--- src/rtl/sgen_pkg.sv ---
package sgen_pkg;

  // Behaviour of a field group once the chain leaves load mode.
  typedef enum logic {
    GRP_HOLD = 1'b0,
    GRP_LFSR = 1'b1
  } grp_kind_e;

  // Chain bits taken by one field group: two control bits plus the field.
  function automatic int grp_bits(input int field_w);
    return field_w + 2;
  endfunction

endpackage

--- src/rtl/sgen_field_grp.sv ---
module sgen_field_grp
  import sgen_pkg::*;
#(
  parameter int          W    = 16,
  parameter logic [31:0] POLY = 32'h0000_D008
) (
  input  logic         clk,
  input  logic         rst,
  input  logic         run,
  input  logic         glb_ena,
  input  logic         scan_i,
  output logic         scan_o,
  output logic [W-1:0] val_o
);

  localparam logic [W-1:0] POLY_W = POLY[W-1:0];

  grp_kind_e  kind_q;
  logic       ena_q;
  logic [W-1:0] fld_q;
  logic [W-1:0] fld_step;
  logic       visible;

  // Galois step: shift toward the LSB, fold the mask in when a 1 drops out.
  always_comb begin
    fld_step = {1'b0, fld_q[W-1:1]} ^ (fld_q[0] ? POLY_W : '0);
  end

  always_ff @(posedge clk) begin
    if (rst) begin
      kind_q <= GRP_HOLD;
      ena_q  <= 1'b0;
      fld_q  <= '0;
    end else if (!run) begin
      kind_q <= grp_kind_e'(scan_i);
      ena_q  <= kind_q;
      fld_q  <= {ena_q, fld_q[W-1:1]};
    end else if (kind_q == GRP_LFSR) begin
      fld_q  <= fld_step;
    end
  end

  assign scan_o  = fld_q[0];
  assign visible = run && (glb_ena || ena_q);
  assign val_o   = visible ? fld_q : '0;

  assert_load_shift_R2: assert property (@(posedge clk) disable iff (rst)
    !run |=> (kind_q == grp_kind_e'($past(scan_i))) && (ena_q == $past(kind_q))
             && (fld_q[W-1] == $past(ena_q)));

  assert_ctrl_frozen_R4: assert property (@(posedge clk) disable iff (rst)
    run |=> $stable(kind_q) && $stable(ena_q));

  assert_hold_field_R5: assert property (@(posedge clk) disable iff (rst)
    (run && kind_q == GRP_HOLD) |=> $stable(fld_q));

  assert_zero_lock_R8: assert property (@(posedge clk) disable iff (rst)
    (run && kind_q == GRP_LFSR && fld_q == '0) |=> (fld_q == '0));

  assert_never_zero_R8: assert property (@(posedge clk) disable iff (rst)
    (run && kind_q == GRP_LFSR && fld_q != '0) |=> (fld_q != '0));

endmodule

--- src/rtl/sgen_wen_grp.sv ---
module sgen_wen_grp (
  input  logic clk,
  input  logic rst,
  input  logic run,
  input  logic glb_ena,
  input  logic wen_src,
  input  logic scan_i,
  output logic scan_o,
  output logic wen_o
);

  logic ena_q;

  always_ff @(posedge clk) begin
    if (rst)       ena_q <= 1'b0;
    else if (!run) ena_q <= scan_i;
  end

  assign scan_o = ena_q;
  assign wen_o  = wen_src && run && (glb_ena || ena_q);

  assert_wen_shift_R2: assert property (@(posedge clk) disable iff (rst)
    !run |=> (ena_q == $past(scan_i)));

  assert_wen_frozen_R4: assert property (@(posedge clk) disable iff (rst)
    run |=> $stable(ena_q));

endmodule

--- src/rtl/stim_chain_gen.sv ---
module stim_chain_gen
  import sgen_pkg::*;
#(
  parameter int          DATA_W        = 32,
  parameter int          ADDR_W        = 5,
  parameter int          NUM_DATA_GRPS = 2,
  parameter logic [31:0] DATA_POLY     = 32'h0000_D008,
  parameter logic [31:0] ADDR_POLY     = 32'h0000_0014
) (
  input  logic              clk,
  input  logic              rst,
  input  logic              scan_in,
  input  logic              cfg_run,
  input  logic              drive_all,
  input  logic              wr_en_src,
  output logic [DATA_W-1:0] rf_wdata,
  output logic [ADDR_W-1:0] rf_waddr,
  output logic              rf_wen,
  output logic [ADDR_W-1:0] rf_raddr_a,
  output logic [ADDR_W-1:0] rf_raddr_b,
  output logic              scan_out
);

  localparam int HALF_W        = DATA_W / NUM_DATA_GRPS;
  localparam int NUM_ADDR_GRPS = 3;
  localparam int NUM_FLD_GRPS  = NUM_DATA_GRPS + NUM_ADDR_GRPS;
  localparam int CHAIN_LEN     = NUM_DATA_GRPS * grp_bits(HALF_W)
                               + NUM_ADDR_GRPS * grp_bits(ADDR_W) + 1;

  logic              link [NUM_FLD_GRPS+1];
  logic [ADDR_W-1:0] addr_val [NUM_ADDR_GRPS];

  assign link[0] = scan_in;

  // Write-data slices, most significant slice first in the chain.
  for (genvar gi = 0; gi < NUM_DATA_GRPS; gi++) begin : g_data
    sgen_field_grp #(.W(HALF_W), .POLY(DATA_POLY)) u_grp (
      .clk    (clk),
      .rst    (rst),
      .run    (cfg_run),
      .glb_ena(drive_all),
      .scan_i (link[gi]),
      .scan_o (link[gi+1]),
      .val_o  (rf_wdata[DATA_W-1-gi*HALF_W -: HALF_W])
    );
  end

  // Address groups: write address, read address A, read address B.
  for (genvar ai = 0; ai < NUM_ADDR_GRPS; ai++) begin : g_addr
    sgen_field_grp #(.W(ADDR_W), .POLY(ADDR_POLY)) u_grp (
      .clk    (clk),
      .rst    (rst),
      .run    (cfg_run),
      .glb_ena(drive_all),
      .scan_i (link[NUM_DATA_GRPS+ai]),
      .scan_o (link[NUM_DATA_GRPS+ai+1]),
      .val_o  (addr_val[ai])
    );
  end

  assign rf_waddr   = addr_val[0];
  assign rf_raddr_a = addr_val[1];
  assign rf_raddr_b = addr_val[2];

  sgen_wen_grp u_wen (
    .clk    (clk),
    .rst    (rst),
    .run    (cfg_run),
    .glb_ena(drive_all),
    .wen_src(wr_en_src),
    .scan_i (link[NUM_FLD_GRPS]),
    .scan_o (scan_out),
    .wen_o  (rf_wen)
  );

  initial begin
    assert_chain_len_R2: assert (CHAIN_LEN == 58 || DATA_W != 32 || ADDR_W != 5);
  end

  assert_load_masked_R3: assert property (@(posedge clk) disable iff (rst)
    !cfg_run |-> (rf_wdata == '0) && (rf_waddr == '0) && (rf_raddr_a == '0)
                 && (rf_raddr_b == '0) && !rf_wen);

  assert_wen_follow_R10: assert property (@(posedge clk) disable iff (rst)
    (cfg_run && drive_all) |-> (rf_wen == wr_en_src));

endmodule

--- config.mk ---
export PLATFORM = sky130hd
export DESIGN_NAME = stim_chain_gen
export DESIGN_NICKNAME = d
export VERILOG_FILES = /design/src/rtl/sgen_pkg.sv /design/src/rtl/sgen_field_grp.sv /design/src/rtl/sgen_wen_grp.sv /design/src/rtl/stim_chain_gen.sv
export SDC_FILE = /design/constraint.sdc
export NUM_CORES = 1
export LEC_CHECK = 0
export ABC_AREA = 1
export ABC_CLOCK_PERIOD_IN_PS = 2450
export BUFFER_PORTS_ARGS = -buffer_cell sky130_fd_sc_hd__buf_2
export CAP_MARGIN = 20
export CORE_MARGIN = 2
export CORE_UTILIZATION = 55
export CTS_CLUSTER_SIZE = 14
export DETAILED_ROUTE_END_ITERATION = 7
export PLACE_DENSITY = 0.9
export RECOVER_POWER = 25
export REMOVE_ABC_BUFFERS = 1
export SETUP_SLACK_MARGIN = 0.1
export SLEW_MARGIN = 20
export SYNTH_ARGS = -nofsm -noshare
export SYNTH_HDL_FRONTEND = slang
export SYNTH_HIERARCHICAL = 1
export SYNTH_SLANG_ARGS = --single-unit
--- constraint.sdc ---
create_clock -name clk -period 2.45 [get_ports clk]
set_clock_uncertainty 0.05 [all_clocks]
set_input_delay 0.3675 -clock clk [delete_from_list [all_inputs] [get_ports clk]]
set_output_delay 0.3675 -clock clk [all_outputs]
set_load 0.03 [all_outputs]
* Word-level counts from Yosys, hierarchy flattened *
Cells that the tools add are included.

operators by class
  divide/modulo/power cells = 0
  reductions and logical operators = 13
  shift operators = 0
  equal/unequal tests = 5
  magnitude comparators = 0
  add/sub/neg operators = 0
  bitwise logic cells = 5
  $mul = 0
  muxes and demuxes = 20

operator list
  cell                                           number
  2-to-1 mux 16 bit                              8
  2-to-1 mux 5 bit                               12
  bitwise XOR 15 x 16 -> 16 bit                  2
  bitwise XOR 4 x 5 -> 5 bit                     3
  != test 2 x 1 -> 1 bit, second input constant  5
  logical AND 1 bit                              7
  logical OR 1 bit                               6

word-level totals
  memories kept = 0
  input bits = 6
  bits in writable memories = 0
  bits in latches = 0
  bits in read-only memories = 0
  word-level logic and storage cells = 59
  bits in registers = 58

* Logic depth before layout (Yosys ltp) *
  word-level depth = 4
  mapped depth = 6

* Hierarchy *
Netlist, hierarchy kept.

modules (own cells, without submodules)
  module                                 cells an instance  area an instance (µm²)  instances  sequential area each (µm²)
  sgen_field_grp at g_data[0].u_grp ...  127                817.0                   2          360.3
  sgen_field_grp at g_addr[0].u_grp ...  51                 344.1                   3          140.1
  sgen_wen_grp                           10                 56.3                    1          20.0

* Worst setup path after synthesis *
OpenSTA, ideal clock, no wires.

  path type = reg2out
  start = reg g_data[1].u_grp.ena_q
  end = out rf_wdata[10]
  required time = 2.033 ns
  path slack = 1.007 ns
  cell stages (with the launch flop) = 4
  buffers on the path = 1
  data arrival time = 1.025 ns
  cell sequence = dfxtp_1 -> o21ai_2 -> buf_2 -> nor2_1

on the way
  word-level cells in the longest chain between the ends = 3

RTL lines
  element                 RTL line              source
  from (decl)             sgen_field_grp.sv:19  logic ena_q;
  from (signal assigned)  sgen_field_grp.sv:36  ena_q <= kind_q;
  logical OR 1 bit        sgen_field_grp.sv:44  assign visible = run && (glb_ena || ena_q);
  logical AND 1 bit       sgen_field_grp.sv:44
  2-to-1 mux 16 bit       sgen_field_grp.sv:45  assign val_o = visible ? fld_q : '0;
  to (decl)               stim_chain_gen.sv:16  output logic [DATA_W-1:0] rf_wdata,

Every way passes these cells.

* Worst setup path in the final report *
  start = reg g_data[1].u_grp.ena_q
  end = out rf_wdata[5]

Same word-level chain as after synthesis.

==> out/metrics.cfg <==
[drt]
drt_iter0_drc = 129
ant_nets = 0
drc = 0
drt_wl_total_mm = 5.600
vias = 2601
wl_per_cell_um = 10.31
drt_pre_antenna_iters = 4
via_per_inst = 4.790

[timing]
finalWorstSetupSlack_ns = 0.4800
tightest_slew_ns = 0.6486
fmax_mhz = 507.6
setup_tns_ns = 0
setup_violations = 0
period_minus_slack_ns = 1.970
report.final.slew_viol_count = 0
max_slew_margin_pct = 56.76
period_share_pct = 80.41
hold_viol = 0
rsz0062_at_grt = false

[clock_network]
clock-sinks = 58
cts_setup_buffers = 0
cts_root_buf = clkbuf_8
cts_hold_buffers = 0
cts_made_buffers = 9
cts_resized = 0
cts_tree = done
h-tree-depth = 3
clockBufferDepth = 2
clk_latency_ns = 0.34
clk_pin_slew_worst_paths_ns = 0.06

[synth]
synth_top_area_share_pct = 42.65
seq_area_frac_synth_pct = 42.65
ys_ff_latch = 58
async_flop_share_pct = 0
synthDistinctLibCells = 21
syn_avg_cell_area_um2 = 6.529
netlist_instances = 417
yosysWarnings = 6
netlist_top_cells_count = nor2_1, inv_1, dfxtp_1
syn_area_um2 = 2723
synth.area.top_cells = dfxtp_1, nor2_1, inv_1
synth_most_common_cell = nor2_1
synth-edff-count = 0
synth_flop_cell = dfxtp_1
yosysTopAreaCell = dfxtp_1

[power_and_ir_drop]
power_uw = 2149
power.density_nw_per_um2 = 684.7
leakagePower_uw = 0.001570
ir_drop_uv = 380.1

[die]
fp.coreArea_um2 = 4755
dieArea_um2 = 5529
io_pins = 55
initial_utilization_pct = 57.26
die_w_um = 74.36
num_rows = 25
die_h_um = 74.36

[global_route]
overflow = 0
grt_pass1_wl_mm = 9.073
grt_use_total_pct = 21.51
grt_pass1_vias = 2221
antenna_found_initial = 0
grt_max_degree = 27

[setup_path]
critPathKind = register to output pin
cp_data_required_time_ns = 2.03
crit_arrival_ns = 1.55
cp-end-kind = output pin
start_kind = register
crit_fanout = 16

[cells_and_area]
fin_nets = 478
fill_cells = 450
diodes = 0
drive_gt1_share_pct = 17.02
area_growth_pct = 15.26

[placement]
place.gp.congestion = 0.8161
dp_hpwl_mm = 3.818
port_buffers = 54
preCtsSetupSlack_ns = 0.5150

[run]
cap_viol_max_count = 0

[min_path]
hold_path_class = primary input to register

[status]
outcome = finished clean

worst max-delay path: stages (launching register included):
cell	delay (ns)
dfxtp_1	0.33
o21ai_2	0.54
nor2_1	0.12
buf_2	0.22
power by group:
group / internal, uW / switching [uW] / total (uW)
sequential: 1010 / 50.8 / 1060
combinational: 96.3 / 226 / 322
clock: 411 / 353 / 764
total: 1520 / 630 / 2150
placed cells by master, fill, tap and decap left out, drive strengths merged:
| cell | synthesis | routed |
|---|---|---|
| nand2 | 56 | 56 |
| nand3 | 31 | 31 |
| nand4 | 2 | 2 |
| a21oi | 9 | 9 |
| o21ai | 46 | 46 |
| nor2 | 130 | 130 |
| clkinv | 5 | 7 |
| clkbuf | 2 | 15 |
| clkinvlp | 0 | 1 |
| inv | 67 | 67 |
| dfxtp | 58 | 58 |
| buf | 11 | 54 |
layout make-up:
type / count / area, um2 / area share [%]
Clock buffer: 12 / 155.1 / 4.944
Clock inverter: 3 / 15.01 / 0.4785
Timing Repair Buffer: 57 / 281.5 / 8.971
Sequential cell: 58 / 1161 / 37.00
Tap cell: 67 / 83.83 / 2.671
Multi-Input combinational cell: 274 / 1167 / 37.20
Inverter: 72 / 274.0 / 8.732
layer usage:
| layer | GRT usage [%] | vias to the layer above | part of all wire, % | wire length, um |
|---|---|---|---|---|
| met5 | 0 | - | 0 | 0 |
| met3 | 7.317 | 14 | 4.4 | 248 |
| met2 | 34.62 | 58 | 47 | 2649 |
| met1 | 25.06 | 1149 | 46 | 2575 |
| met4 | 12.30 | 0 | 2.3 | 127 |
| li1 | - | 1380 | - | - |
state kept, by name, indices dropped and copies added, names as in the netlist:
name	count
g_data.u_grp/kind_q	2
g_addr.u_grp/kind_q	3
g_data.u_grp/ena_q	2
u_wen/scan_o	1
g_addr.u_grp/fld_q	15
g_data.u_grp/fld_q	32
g_addr.u_grp/ena_q	3
kinds of logic after synthesis:
group                  share of synthesized area (%)
AND/OR/NAND/NOR                                32.90
buffers and inverters                          13.24
AO/OA/AOI/OAI                                  11.21
flip-flops                                     42.65
through the flow:
stage | instance area (um2) | cells | hold WS [ns] | utilization (%)
2_1_floorplan | 2636 | 404 | 0.4028 | -
3_3_place_gp | 3013 | 528 | 0.4166 | 63.37
3_5_place_dp | 3013 | 528 | 0.4303 | 63.37
4_1_cts | 3183 | 543 | 0.2079 | 66.95
5_1_grt | 3138 | 543 | 0.2069 | 66.00
6_report | 3138 | 543 | 0.2221 | 66.00
path summary, 6_finish.rpt:
| check | startpoint | end | slack (ns) | cells past startpoint |
|---|---|---|---|---|
| worst max-delay path | g_data[1].u_grp/ena_q$_SDFFE_PP0N_ | rf_wdata[5] | 0.48 | 3 |
| worst min-delay path | scan_in | g_data[0].u_grp/kind_q$_SDFFE_PP0N_ | 0.22 | 3 |
| worst max register to register | g_data[0].u_grp/kind_q$_SDFFE_PP0N_ | g_data[0].u_grp/fld_q[0]$_SDFFE_PP0P_ | 1.17 | 5 |
| worst min register to register | g_data[1].u_grp/fld_q[14]$_SDFFE_PP0P_ | g_data[1].u_grp/fld_q[13]$_SDFFE_PP0P_ | 0.43 | 2 |
No activity file was read; power rests on OpenSTA's default activity.
